===== src/rtl/spi_eng_pkg.sv =====
package spi_eng_pkg;

  typedef enum logic {
    ST_IDLE = 1'b0,
    ST_RUN  = 1'b1
  } eng_state_t;

  typedef enum logic {
    PH_LOW  = 1'b0,
    PH_HIGH = 1'b1
  } half_t;

endpackage


===== src/rtl/spi_half_timer.sv =====
module spi_half_timer #(
  parameter int PRESC_W = 8
) (
  input  logic               clk,
  input  logic               rst,
  input  logic               run,
  input  logic [PRESC_W-1:0] presc,
  output logic               half_done
);

  logic [PRESC_W-1:0] hcnt_q;

  assign half_done = run && (hcnt_q == presc);

  always_ff @(posedge clk) begin
    if (rst || !run || half_done) begin
      hcnt_q <= '0;
    end else begin
      hcnt_q <= hcnt_q + 1'b1;
    end
  end

endmodule


===== src/rtl/spi_bit_shifter.sv =====
module spi_bit_shifter #(
  parameter int WORD_W = 16,
  localparam int CNT_W = $clog2(WORD_W)
) (
  input  logic              clk,
  input  logic              rst,
  input  logic              load,
  input  logic [WORD_W-1:0] load_word,
  input  logic [CNT_W-1:0]  load_len_m1,
  input  logic              load_lb,
  input  logic              lb,
  input  logic [CNT_W-1:0]  len_m1,
  input  logic [CNT_W-1:0]  bit_idx,
  input  logic              rise,
  input  logic              fall,
  input  logic              last,
  input  logic              miso,
  output logic              mosi,
  output logic [WORD_W-1:0] rx_data
);

  logic [WORD_W-1:0] tx_q;
  logic [WORD_W-1:0] rx_q;
  logic              mosi_q;
  logic [WORD_W-1:0] load_mask;
  logic [WORD_W-1:0] cur_mask;
  logic [CNT_W-1:0]  next_idx;

  // Masks built bit by bit so the size is a parameter, not a table.
  always_comb begin
    for (int i = 0; i < WORD_W; i++) begin
      load_mask[i] = (CNT_W'(i) <= load_len_m1);
      cur_mask[i]  = (CNT_W'(i) <= len_m1);
    end
  end

  assign next_idx = bit_idx - 1'b1;

  always_ff @(posedge clk) begin
    if (rst) begin
      tx_q   <= '0;
      rx_q   <= '0;
      mosi_q <= 1'b0;
    end else if (load) begin
      tx_q   <= load_word & load_mask;
      rx_q   <= '0;
      mosi_q <= load_lb ? 1'b0 : load_word[load_len_m1];
    end else begin
      if (rise) begin
        rx_q <= {rx_q[WORD_W-2:0], (lb ? tx_q[bit_idx] : miso)};
      end
      if (fall) begin
        mosi_q <= (last || lb) ? 1'b0 : tx_q[next_idx];
      end
    end
  end

  assign mosi    = mosi_q;
  assign rx_data = rx_q & cur_mask;

endmodule


===== src/rtl/spi_xfer_engine.sv =====
module spi_xfer_engine
  import spi_eng_pkg::*;
#(
  parameter int WORD_W   = 16,
  parameter int PRESC_W  = 8,
  parameter int RX_DEPTH = 8,
  localparam int CNT_W   = $clog2(WORD_W),
  localparam int LVL_W   = $clog2(RX_DEPTH + 1)
) (
  input  logic               clk,
  input  logic               rst,
  input  logic               enable,
  input  logic               loopback,
  input  logic               slave_req,
  input  logic [CNT_W-1:0]   word_bits_m1,
  input  logic [PRESC_W-1:0] prescale,
  input  logic               tx_valid,
  input  logic [WORD_W-1:0]  tx_data,
  output logic               tx_pop,
  input  logic [LVL_W-1:0]   rx_level,
  output logic               rx_push,
  output logic [WORD_W-1:0]  rx_data,
  output logic               sck,
  output logic               mosi,
  input  logic               miso,
  output logic               cs_n,
  output logic               busy,
  output logic               mode_err
);

  localparam logic [LVL_W-1:0] LVL_FULL = LVL_W'(RX_DEPTH);
  localparam logic [LVL_W-1:0] LVL_LAST = LVL_W'(RX_DEPTH - 1);

  eng_state_t         state_q;
  half_t              ph_q;
  logic [CNT_W-1:0]   bit_idx_q;
  logic [CNT_W-1:0]   len_q;
  logic               lb_q;
  logic [PRESC_W-1:0] presc_q;
  logic               mode_err_q;

  logic run, half_done, rise_ev, fall_ev, last_ev;
  logic start_ok, idle_start, cont_start, pop;

  assign run = (state_q == ST_RUN);

  spi_half_timer #(.PRESC_W(PRESC_W)) u_timer (
    .clk       (clk),
    .rst       (rst),
    .run       (run),
    .presc     (presc_q),
    .half_done (half_done)
  );

  assign rise_ev = half_done && (ph_q == PH_LOW);
  assign fall_ev = half_done && (ph_q == PH_HIGH);
  assign last_ev = fall_ev && (bit_idx_q == '0);

  // A start that coincides with a push must leave room for that push.
  assign start_ok   = enable && !slave_req && tx_valid;
  assign idle_start = !run && start_ok && (rx_level < LVL_FULL);
  assign cont_start = last_ev && start_ok && (rx_level < LVL_LAST);
  assign pop        = idle_start || cont_start;

  always_ff @(posedge clk) begin
    if (rst) begin
      state_q    <= ST_IDLE;
      ph_q       <= PH_LOW;
      bit_idx_q  <= '0;
      len_q      <= '0;
      lb_q       <= 1'b0;
      presc_q    <= '0;
      mode_err_q <= 1'b0;
    end else begin
      mode_err_q <= enable && slave_req;
      if (pop) begin
        state_q   <= ST_RUN;
        ph_q      <= PH_LOW;
        bit_idx_q <= word_bits_m1;
        len_q     <= word_bits_m1;
        lb_q      <= loopback;
        presc_q   <= prescale;
      end else if (last_ev) begin
        state_q <= ST_IDLE;
        ph_q    <= PH_LOW;
      end else if (rise_ev) begin
        ph_q <= PH_HIGH;
      end else if (fall_ev) begin
        ph_q      <= PH_LOW;
        bit_idx_q <= bit_idx_q - 1'b1;
      end
    end
  end

  spi_bit_shifter #(.WORD_W(WORD_W)) u_shift (
    .clk         (clk),
    .rst         (rst),
    .load        (pop),
    .load_word   (tx_data),
    .load_len_m1 (word_bits_m1),
    .load_lb     (loopback),
    .lb          (lb_q),
    .len_m1      (len_q),
    .bit_idx     (bit_idx_q),
    .rise        (rise_ev),
    .fall        (fall_ev),
    .last        (last_ev),
    .miso        (miso),
    .mosi        (mosi),
    .rx_data     (rx_data)
  );

  assign tx_pop   = pop;
  assign rx_push  = last_ev;
  assign sck      = (ph_q == PH_HIGH) && !lb_q;
  assign cs_n     = !(run && !lb_q);
  assign busy     = run;
  assign mode_err = mode_err_q;

  AST_NO_OVERFLOW: assert property (@(posedge clk) disable iff (rst)
    rx_push |-> (rx_level < LVL_FULL));
  AST_OFF_STAYS_IDLE: assert property (@(posedge clk) disable iff (rst)
    (!enable && !busy) |=> !busy);
  AST_LB_PINS_QUIET: assert property (@(posedge clk) disable iff (rst)
    (busy && lb_q) |-> (!sck && cs_n && !mosi));
  AST_SCK_UNDER_CS: assert property (@(posedge clk) disable iff (rst)
    sck |-> !cs_n);
  AST_SLAVE_FLAGGED: assert property (@(posedge clk) disable iff (rst)
    (enable && slave_req) |=> mode_err);
  AST_SLAVE_NO_START: assert property (@(posedge clk) disable iff (rst)
    (enable && slave_req && !busy) |=> !busy);
  AST_MOSI_HELD_HIGH: assert property (@(posedge clk) disable iff (rst)
    (sck && $past(sck)) |-> $stable(mosi));
  AST_PUSH_IN_WORD: assert property (@(posedge clk) disable iff (rst)
    rx_push |-> busy);

endmodule


===== config.mk =====
export PLATFORM = sky130hd
export DESIGN_NAME = spi_xfer_engine
export DESIGN_NICKNAME = d
export VERILOG_FILES = /design/src/rtl/spi_eng_pkg.sv /design/src/rtl/spi_half_timer.sv /design/src/rtl/spi_bit_shifter.sv /design/src/rtl/spi_xfer_engine.sv
export SDC_FILE = /design/constraint.sdc
export NUM_CORES = 1
export LEC_CHECK = 0
export ABC_AREA = 0
export ABC_CLOCK_PERIOD_IN_PS = 3200
export CORE_UTILIZATION = 35
export CTS_CLUSTER_SIZE = 16
export DETAILED_ROUTE_END_ITERATION = 8
export DONT_BUFFER_PORTS = 1
export PLACE_DENSITY_LB_ADDON = 0.05
export SETUP_SLACK_MARGIN = 0.05
export SLEW_MARGIN = 0
export SYNTH_ARGS = -nofsm -noshare
export SYNTH_HDL_FRONTEND = slang
export SYNTH_SLANG_ARGS = --single-unit
export TNS_END_PERCENT = 1

===== constraint.sdc =====
create_clock -name clk -period 3.2 [get_ports clk]
set_clock_uncertainty 0.2 [all_clocks]
set_input_delay 0.16 -clock clk [delete_from_list [all_inputs] [get_ports clk]]
set_output_delay 0.16 -clock clk [all_outputs]
set_load 0.01 [all_outputs]

==> impl_metrics.env, run 1 <==
export IMPL_detailedRoute_firstIterationViolations=112
export IMPL_io_pins=62
export IMPL_instances_no_fill=506
export IMPL_power_mw=1.545
export IMPL_async_reset_ff_share_pct=0
export IMPL_port_buffer_count=0
export IMPL_setup_repair_after_global_routing_missed_its_margin="false"
export IMPL_final_min_clock_period_ps=2838
export IMPL_count_of_flip_flops_with_a_built_in_enable_after_synthesis=0
export IMPL_p_int_mw=1.159
export IMPL_worstPathMaxFanout=32
export IMPL_cts_reportedPaths_clkPinSlew_ps=70
export IMPL_avgViaCountPerCell=5.374
export IMPL_list_of_cells_traversed_by_the_critical_path="xnor2_2, nand3_2, nor4_4, a21oi_4, inv_4, o2111ai_1, dlygate4sd3_1, a21oi_1"
export IMPL_synth_seq_area_share_pct=38.13
export IMPL_finish_utilization_pct=44.26
export IMPL_post_synth_most_frequent_cells="61 x dfxtp_1, 56 x nand2_1, 41 x nor2_1"
export IMPL_antenna_violations_before_repair=0
export IMPL_syn_mean_instance_area_um2=9.023
export IMPL_drive_above_1_share_pct=11.81
export IMPL_clk_insertion_delay_late_ps=330
export IMPL_clock_tree_root_cell="clkbuf_8"
export IMPL_dieArea_um2=9538
export IMPL_timing_critical_path_arrival_ps=2910
export IMPL_grt_pass1_wl_um=14180
export IMPL_core_um2=8806
export IMPL_crit_slowest_cell="dlygate4sd3_1"
export IMPL_row_count=34
export IMPL_critical_setup_path_class="register to register"
export IMPL_failed_checks="DRC"
export IMPL_hold_viol_final=0
export IMPL_ir_drop_worst_case_vdd_mv=0.1554
export IMPL_sw_frac_of_total_pct=24.98
export IMPL_startpoint_type="register"
export IMPL_period_share_pct=88.69
export IMPL_drt_drc_violations_left=8
export IMPL_worst_slew_pin_slew_ps=701.4
export IMPL_die_y_um=97.67
export IMPL_overall_global_routing_resource_usage_pct=19.20
export IMPL_synth_top_flop_cell="dfxtp_1"
export IMPL_crit_buf_inv=2
export IMPL_most_common_cell_in_the_netlist="dfxtp_1"
export IMPL_final_setup_worst_slack_ps=361.9
export IMPL_fillerInstances=878
export IMPL_synth_largest_area_cell="dfxtp_1"
export IMPL_hp_class="input pin to register"
export IMPL_tns_ps=0
export IMPL_syn2layout_area_growth_pct=21.68
export IMPL_numPlacedInstances=442
export IMPL_power_net_switching_mw=0.3861
export IMPL_finish_net_count=435
export IMPL_hpwlAfterDp_um=5738
export IMPL_yosysTopAreaCellShare_pct=38.13
export IMPL_maxSlewViolCount=0
export IMPL_regToRegSetupSlack_ps=360
export IMPL_clock_power_share_pct=40.3
export IMPL_postSynthNetCount=397
export IMPL_register_share_of_total_power_pct=50.6
export IMPL_clock_tree_htree_level_count=3
export IMPL_firstDrtPassIters=6
export IMPL_n_antenna_cell=0
export IMPL_run_status="finished, violations left"
export IMPL_postSynthCellCount=355
export IMPL_cts_inserted_buffers=9
export IMPL_synthDistinctLibCells=54
export IMPL_routed_via_count=2719
export IMPL_cpLargestDelayFamily="buffers and inverters"
export IMPL_starting_utilization_of_the_core_area_pct=36.37
export IMPL_clkSinkCount=61
export IMPL_placement_setup_worst_slack_ps=584.4
export IMPL_combPwrFrac_pct=9.0
export IMPL_crit_path_required_time_ps=3270
export IMPL_grt_util_met1_pct=27.40
export IMPL_power_per_standard_cell_area_nw_per_um2=396.5
export IMPL_vias_in_the_first_global_route=2669
export IMPL_cts_buffer_depth=2
export IMPL_gp_congestion=0.7434
export IMPL_timing_final_setup_violations=0
export IMPL_synth_cell_area_um2=3203
export IMPL_wl_um=8507
export IMPL_power_leakage_nw=1.340
export IMPL_cpPeakStageDelay_ps=600
export IMPL_cell_types_with_the_largest_area_share_after_synthesis="dfxtp_1 38%, mux4_2 9.1%, mux2i_1 6.9%, nand2_1 6.6%, a21oi_1 5.8%"
export IMPL_global_route_usage_met2_pct=27.66
export IMPL_gr_total_overflow=0
export IMPL_ys_warn_count=0
export IMPL_final_antenna_net_count=0
export IMPL_timing_slew_headroom_pct=52.81
export IMPL_tritoncts="done"
export IMPL_max_clock_freq_mhz=352.3
export IMPL_die_x_um=97.67
export IMPL_gr_max_usage_layer="met2"
export IMPL_met3_usage_pct=4.604
export IMPL_maximum_number_of_pins_on_one_net_before_global_route_repair=42
export IMPL_ys_ff_latch=61
export IMPL_max_cap_viol_count=0
export IMPL_detailed_route_wire_length_per_cell_um=16.81
export IMPL_endpoint_kind="register"
[worst paths after layout]
kind,from,end,cells past startpoint
max,u_timer.hcnt_q[0],u_shift.tx_q[10],8
min reg2reg,presc_q[7],presc_q[7],2
max reg2reg,u_timer.hcnt_q[0],u_shift.tx_q[10],8
min,word_bits_m1[2],u_shift.tx_q[4],3
[layout make-up]
class	count	area (um2)	share of cell area, %
clock buffers	12	155.1	3.981
repair buffers	50	500.5	12.84
multi-input cells	264	1833	47.03
well taps	108	135.1	3.467
inverters	7	28.78	0.7384
flip-flops and latches	61	1222	31.36
clock inverters	4	22.52	0.5778
[metrics by stage]
step	hold WS (ps)	cell area, um2
floorplan	73.79	3203
global placement	32.65	3232
detailed placement	33.15	3232
CTS	2.297	3880
global route	28.32	3897
finish	28.85	3897
[timing repair]
action	CTS	global route
hold buffers	46	0
hold endpoints to repair	46	0
endpoints found under the setup margin	0	12
buffers inserted	0	2
resized for setup	0	2
[per-layer routing]
metal | wire length (um) | up-vias
li1 | - | 1334
met1 | 4201 | 1317
met2 | 3827 | 60
met3 | 381 | 8
met4 | 97 | 0
met5 | 0 | -
[cells in the final DEF (no fill, tap or decap), types with 4 or more instances in the layout]
master,netlist,routed
and2_1,4,4
clkbuf_8,0,11
mux2i_1,22,22
buf_4,4,4
nand2_1,56,56
xnor2_2,4,4
o2111ai_1,4,4
xnor2_1,6,6
nor3_1,4,4
nand3_1,11,11
inv_1,6,6
nand4_1,5,5
mux4_2,13,13
a21oi_1,37,37
nor2b_1,5,5
xor2_1,6,6
dlygate4sd3_1,0,45
nor2_1,41,41
dfxtp_1,61,60
[kinds of logic after synthesis]
family | count (synthesis) | synth area share (%)
and+or+nand+nor | 146 | 21.48
AOI/OAI and AO/OA | 64 | 13.05
DFF | 61 | 38.12
muxes | 35 | 16.02
buffers and inverters | 30 | 4.843
xor gates and xnor gates | 16 | 5.312
adders and majority gates | 3 | 1.172
[worst min-delay path, cell delays in order]
cell	delay (ps)
or2_2	140
nand3_1	80
a21oi_1	140
[flip-flops by register name, indices dropped and copies added, names as in the netlist]
register        cells
bit_idx_q           4
busy                1
lb_q                1
len_q               4
mode_err            1
ph_q                1
presc_q             8
u_shift.mosi        1
u_shift.rx_q       16
u_shift.tx_q       16
u_timer.hcnt_q      8
[power by group through the flow]
stage	sequential, mW	clock (mW)	combinational, mW
detailed placement	0.800	0	0.0863
finish	0.782	0.623	0.140
CTS	0.782	0.648	0.140
global route	0.784	0.681	0.152
global placement	0.800	0	0.0867
floorplan	0.793	0	0.0903
No activity file was read; power rests on OpenSTA's default activity.
==> inputs of run 2 (changes only) <==
--- a/config.mk
+++ b/config.mk
@@ -11,7 +11,7 @@
 export CTS_CLUSTER_SIZE = 16
 export DETAILED_ROUTE_END_ITERATION = 8
 export DONT_BUFFER_PORTS = 1
-export PLACE_DENSITY_LB_ADDON = 0.05
+export HOLD_SLACK_MARGIN = 0.08
 export SETUP_SLACK_MARGIN = 0.05
 export SLEW_MARGIN = 0
 export SYNTH_ARGS = -nofsm -noshare
==> run 2 against run 1 <==
Effect of this change:
- the flow still finishes with violations (DRC)
- utilization increased by 0.77 points
- sequential power about the same
- power increased by 5.7%
- flip-flop and latch count unchanged
- hold slack improved by 110 ps
- critical endpoint is now u_shift.mosi
- largest cell class unchanged
- largest power group unchanged
==> impl_metrics.env, run 2 (synthesized netlist as in run 1, its figures left out) <==
export IMPL_port_buffer_count=0
export IMPL_maximum_number_of_pins_on_one_net_before_global_route_repair=42
export IMPL_tns_ps=0
export IMPL_clk_insertion_delay_late_ps=340
export IMPL_starting_utilization_of_the_core_area_pct=36.37
export IMPL_regToRegSetupSlack_ps=280
export IMPL_max_cap_viol_count=0
export IMPL_run_status="finished, violations left"
export IMPL_placement_cell_area_um2=3232
export IMPL_grt_pass1_wl_um=13080
export IMPL_drt_drc_violations_left=10
export IMPL_period_share_pct=91.35
export IMPL_hpwlAfterDp_um=5119
export IMPL_min_from="tx_valid"
export IMPL_power_per_standard_cell_area_nw_per_um2=411.8
export IMPL_worst_slew_pin_slew_ps=643.0
export IMPL_stdcell_area_um2=3965
export IMPL_hp_class="input pin to register"
export IMPL_overall_global_routing_resource_usage_pct=17.44
export IMPL_placement_setup_worst_slack_ps=657.3
export IMPL_detailedRoute_firstIterationViolations=107
export IMPL_detailed_route_wire_length_per_cell_um=15.86
export IMPL_antenna_violations_before_repair=0
export IMPL_clock_tree_root_cell="clkbuf_8"
export IMPL_routed_via_count=2754
export IMPL_startpoint_type="register"
export IMPL_finish_net_count=438
export IMPL_row_count=34
export IMPL_syn2layout_area_growth_pct=23.79
export IMPL_cts_inserted_buffers=9
export IMPL_cts_reportedPaths_clkPinSlew_ps=70
export IMPL_crit_path_required_time_ps=3280
export IMPL_finish_utilization_pct=45.03
export IMPL_reg_top3="u_shift.rx_q: 16 flops, u_shift.tx_q: 16 flops"
export IMPL_post_cts_buffers=0
export IMPL_core_um2=8806
export IMPL_cts_buffer_depth=2
export IMPL_critical_setup_path_class="register to register"
export IMPL_timing_final_setup_violations=0
export IMPL_avgViaCountPerCell=5.411
export IMPL_crit_reg2reg_launch="u_timer.hcnt_q[2]"
export IMPL_endpoint_kind="register"
export IMPL_final_cell_mix="60 x dfxtp_1, 56 x nand2_1, 50 x dlygate4sd3_1, 41 x nor2_1, 37 x a21oi_1"
export IMPL_dieArea_um2=9538
export IMPL_firstDrtPassIters=6
export IMPL_final_setup_worst_slack_ps=276.8
export IMPL_drive_above_1_share_pct=11.47
export IMPL_tritoncts="done"
export IMPL_timing_slew_headroom_pct=56.74
export IMPL_gp_congestion=0.7517
export IMPL_power_leakage_nw=1.386
export IMPL_clkSinkCount=61
export IMPL_max_clock_freq_mhz=342.1
export IMPL_io_pins=62
export IMPL_die_x_um=97.67
export IMPL_gr_total_overflow=0
export IMPL_wl_um=8072
export IMPL_timing_rr_end="u_shift.mosi"
export IMPL_n_antenna_cell=0
export IMPL_maxSlewViolCount=0
export IMPL_hold_viol_final=0
export IMPL_final_antenna_net_count=0
export IMPL_worstHoldEndpoint="ph_q"
export IMPL_reg2reg_path_depth=8
export IMPL_ir_drop_worst_case_vdd_mv=0.1901
export IMPL_worst_hold_path_num_cells=3
export IMPL_final_min_clock_period_ps=2923
export IMPL_layout_commonest_cell="dfxtp_1"
export IMPL_worstPathMaxFanout=32
export IMPL_vias_in_the_first_global_route=2595
export IMPL_die_y_um=97.67
export IMPL_timing_critical_path_arrival_ps=3000
export IMPL_failed_checks="DRC"
export IMPL_setup_repair_after_global_routing_missed_its_margin="false"
export IMPL_clock_tree_htree_level_count=3
-- run 2: timing repair --
action | 4_1_cts | 5_1_grt
setup endpoints to repair | 0 | 15
hold buffers | 51 | 0
endpoints found under the hold margin | 46 | 0
resized for setup | 0 | 2
-- run 2: cell type report --
cell class                      count  area, um2
Clock buffer                       11      151.4
Sequential cell                    61       1222
Fill cell                         867       4841
Tap cell                          108      135.1
Multi-Input combinational cell    264       1833
Inverter                            7      28.78
Timing Repair Buffer               53      535.5
Clock inverter                      5      58.81
-- run 2: per-stage QoR --
stage / std cells / power, mW / hold slack, ps
final: 509 / 1.633 / 133.9
after global routing: 509 / 1.700 / 175.5
after CTS: 509 / 1.651 / 105.9
after detailed placement: 442 / 0.8840 / 33.32
after global placement: 442 / 0.8822 / 31.95
after floorplan: 355 / 0.8830 / 73.79
-- run 2: worst max-delay path, stage by stage (launching register included) --
cell	delay, ps
dfxtp_1	360
xnor2_1	270
nand4_1	280
nor4_4	390
a21oi_4	120
inv_4	320
nand2_1	140
a211oi_2	200
dlygate4sd3_1	580
-- run 2: power by group --
part | internal (mW) | switching, mW | total, mW
logic | 0.0738 | 0.0700 | 0.144
clock network | 0.402 | 0.305 | 0.707
registers | 0.768 | 0.0135 | 0.782
total | 1.24 | 0.389 | 1.63
-- run 2: how the worst max path moves through the flow --
stage / startpoint / to / slack (ps) / cells past startpoint
after global routing: u_timer.hcnt_q[2] / u_shift.tx_q[13] / 80 / 8
after CTS: bit_idx_q[0] / u_shift.tx_q[13] / 160 / 9
after floorplan: bit_idx_q[0] / u_shift.mosi / 1160 / 8
after detailed placement: bit_idx_q[0] / u_shift.tx_q[1] / 660 / 8
after global placement: bit_idx_q[0] / u_shift.tx_q[1] / 710 / 8
final: u_timer.hcnt_q[2] / u_shift.mosi / 280 / 8
-- run 2: routing by layer --
layer / GRT usage, % / vias to the layer above / share of wire (%)
li1: - / 1347 / -
met1: 24.27 / 1297 / 47
met2: 27.00 / 99 / 46
met3: 4.173 / 11 / 6.1
met4: 4.545 / 0 / 1.0
met5: 0 / - / 0
==> inputs of run 3 (changes only) <==
--- a/config.mk
+++ b/config.mk
@@ -5,7 +5,7 @@
 export SDC_FILE = /design/constraint.sdc
 export NUM_CORES = 1
 export LEC_CHECK = 0
-export ABC_AREA = 0
+export ABC_AREA = 1
 export ABC_CLOCK_PERIOD_IN_PS = 3200
 export CORE_UTILIZATION = 35
 export CTS_CLUSTER_SIZE = 16
==> run 3 against run 2 <==
Effect of this change:
- the flow now finishes without violations
- setup slack improved by 77 ps
- area after synthesis up 2.9%
- critical path depth increased by 4
- count of clock-buffer cells in the layout decreased by 1
- hold slack got worse by 71 ps
- utilization shrank 0.85 points
==> impl_metrics.env, run 3 <==
export IMPL_power_per_standard_cell_area_nw_per_um2=451.9
export IMPL_crit_cells=12
export IMPL_row_count=35
export IMPL_synthDistinctLibCells=34
export IMPL_synth_largest_area_cell="dfxtp_1"
export IMPL_max_cap_viol_count=0
export IMPL_startpoint_type="register"
export IMPL_hold_viol_final=0
export IMPL_power_leakage_nw=1.564
export IMPL_cts_inserted_buffers=9
export IMPL_list_of_cells_traversed_by_the_critical_path="clkinv_1, ha_1, nand2_1, inv_1, nand4_4, nand2_2, nand2_4, nand2_2, inv_1, nand2_1, o21ai_0, dlygate4sd3_1"
export IMPL_stdcell_area_um2=4063
export IMPL_synth_seq_area_share_pct=37.05
export IMPL_run_status="finished clean"
export IMPL_overall_global_routing_resource_usage_pct=19.44
export IMPL_regToRegSetupSlack_ps=350
export IMPL_die_y_um=99.04
export IMPL_gr_max_usage_layer="met2"
export IMPL_placement_cell_area_um2=3388
export IMPL_drt_drc_violations_left=0
export IMPL_endpoint_kind="register"
export IMPL_gr_total_overflow=0
export IMPL_avgViaCountPerCell=5.203
export IMPL_fillerInstances=928
export IMPL_ys_ff_latch=61
export IMPL_most_common_cell_in_the_netlist="nand2_1"
export IMPL_reg_top3="u_shift.rx_q: 16 flops, u_shift.tx_q: 16 flops"
export IMPL_clock_tree_root_cell="clkbuf_8"
export IMPL_timing_final_setup_violations=0
export IMPL_gp_congestion=0.8968
export IMPL_final_antenna_net_count=0
export IMPL_ir_drop_worst_case_vdd_mv=0.2741
export IMPL_synth_cell_area_um2=3296
export IMPL_clk_insertion_delay_late_ps=340
export IMPL_routed_via_count=3387
export IMPL_final_min_clock_period_ps=2846
export IMPL_hp_class="input pin to register"
export IMPL_detailed_route_wire_length_per_cell_um=13.98
export IMPL_ys_warn_count=0
export IMPL_met3_usage_pct=5.745
export IMPL_worst_hold_path_num_cells=4
export IMPL_maximum_number_of_pins_on_one_net_before_global_route_repair=23
export IMPL_io_pins=62
export IMPL_grt_util_met1_pct=26.17
export IMPL_clock_tree_htree_level_count=3
export IMPL_crit_reg2reg_launch="bit_idx_q[1]"
export IMPL_worstPathMaxFanout=22
export IMPL_grt_pass1_wl_um=14970
export IMPL_yosysTopAreaCellShare_pct=37.05
export IMPL_seq_area_um2=1221
export IMPL_detailedRoute_firstIterationViolations=210
export IMPL_power_mw=1.836
export IMPL_instances_no_fill=651
export IMPL_antenna_violations_before_repair=1
export IMPL_wl_um=9104
export IMPL_die_x_um=99.04
export IMPL_max_clock_freq_mhz=351.4
export IMPL_cell_types_with_the_largest_area_share_after_synthesis="dfxtp_1 37%, nand2_1 13%, a21oi_1 6.8%, inv_1 6.6%, o21ai_0 6.2%"
export IMPL_setup_repair_after_global_routing_missed_its_margin="false"
export IMPL_critical_setup_path_class="register to register"
export IMPL_cts_buffer_depth=2
export IMPL_worstSetupEndpoint="u_shift.tx_q[11]"
export IMPL_layout_commonest_cell="nand2_1"
export IMPL_period_share_pct=88.94
export IMPL_drive_above_1_share_pct=6.122
export IMPL_syn2layout_area_growth_pct=23.27
export IMPL_async_reset_ff_share_pct=0
export IMPL_global_route_usage_met2_pct=30.18
export IMPL_tns_ps=0
export IMPL_startpoint="bit_idx_q[1]"
export IMPL_port_buffer_count=0
export IMPL_timing_rr_end="u_shift.tx_q[11]"
export IMPL_postSynthCellCount=494
export IMPL_starting_utilization_of_the_core_area_pct=35.84
export IMPL_numPlacedInstances=592
export IMPL_clkSinkCount=61
export IMPL_reg2reg_path_depth=12
export IMPL_footprint_of_the_multi_input_gates_um2=1749
export IMPL_finish_net_count=576
export IMPL_timing_critical_path_arrival_ps=2930
export IMPL_timing_slew_headroom_pct=59.51
export IMPL_crit_path_required_time_ps=3280
export IMPL_tritoncts="done"
export IMPL_cpLargestDelayFamily="buffers and inverters"
export IMPL_core_um2=9196
export IMPL_final_cell_mix="117 x nand2_1, 61 x dfxtp_1, 58 x inv_1, 47 x nor2_1, 45 x a21oi_1"
export IMPL_crit_buf_inv=4
export IMPL_hpwlAfterDp_um=6374
export IMPL_post_synth_most_frequent_cells="117 x nand2_1, 61 x dfxtp_1, 58 x inv_1"
export IMPL_cts_reportedPaths_clkPinSlew_ps=70
export IMPL_maxSlewViolCount=0
export IMPL_syn_mean_instance_area_um2=6.671
export IMPL_count_of_flip_flops_with_a_built_in_enable_after_synthesis=0
export IMPL_vias_in_the_first_global_route=3182
export IMPL_postSynthNetCount=536
export IMPL_worst_slew_pin_slew_ps=605.6
export IMPL_dieArea_um2=9808
export IMPL_synth_top_flop_cell="dfxtp_1"
export IMPL_min_from="tx_valid"
export IMPL_crit_slowest_cell="dlygate4sd3_1"
export IMPL_cpPeakStageDelay_ps=570
export IMPL_firstDrtPassIters=5
-- run 3: changes by cell type after synthesis, sizes merged, moves of 12 or more --
cell | previous run | this run
mux2i | 22 | 0
nand3 | 12 | 35
nand4 | 5 | 17
inv | 6 | 58
nand2 | 56 | 120
mux4 | 13 | 0
o21ai | 2 | 43
-- run 3: final cells by class --
cell class,count,share of cell area (%)
inverter,62,5.728
multi-input combinational,351,43.06
antenna,1,0.06160
tap,111,3.419
clock buffer,10,3.388
clock inverter,6,2.710
sequential,61,30.06
timing repair buffer,49,11.58
-- run 3: per-stage QoR --
stage / utilization [%] / hold slack (ps) / setup WS (ps)
floorplan: - / 73.79 / 909.4
global placement: 36.84 / 31.93 / 804.9
detailed placement: 36.84 / 33.69 / 731.7
CTS: 44.00 / 101.4 / 256.1
global route: 44.18 / 93.19 / 62.32
finish: 44.18 / 63.32 / 354.0
-- run 3: cell families after synthesis --
group / after synthesis / share of synthesized area [%]
AO/OA/AOI/OAI: 116 / 19.78
XOR/XNOR: 6 / 1.595
AND/OR/NAND/NOR: 226 / 30.37
adder cells (fa/ha/maj): 3 / 1.139
flip-flops: 61 / 37.05
buffers and inverters: 82 / 10.06
-- run 3: worst register-to-register path, stage by stage (launching register included) --
cell and delay [ps]:
dfxtp_1 370, clkinv_1 260, ha_1 280, nand2_1 60
inv_1 100, nand4_4 150, nand2_2 130, nand2_4 220
nand2_2 110, inv_1 190, nand2_1 70, o21ai_0 80
dlygate4sd3_1 570
-- run 3: repair_timing --
| action | 4_1_cts | 5_1_grt |
|---|---|---|
| setup endpoints to repair | 0 | 2 |
| endpoints found under the hold margin | 38 | 0 |
| hold buffers | 41 | 0 |
| resized for setup | 0 | 1 |
| setup buffers | 0 | 1 |
-- run 3: worst min path at each step --
stage | endpoint | slack, ps
2_1_floorplan | mode_err | 70
3_3_place_gp | u_shift.tx_q[7] | 30
3_5_place_dp | len_q[0] | 30
4_1_cts | len_q[2] | 100
5_1_grt | len_q[2] | 90
6_report | len_q[2] | 60
-- run 3: report_power, final --
group | switching, mW | internal (mW)
combinational | 0.124 | 0.0784
clock | 0.314 | 0.537
sequential | 0.0104 | 0.772
total | 0.448 | 1.39
-- run 3: per-layer routing --
layer	part of all wire, %	vias to the layer above
li1	-	1712
met1	48	1546
met2	44	118
met3	7.1	11
met4	1.1	0
met5	0	-
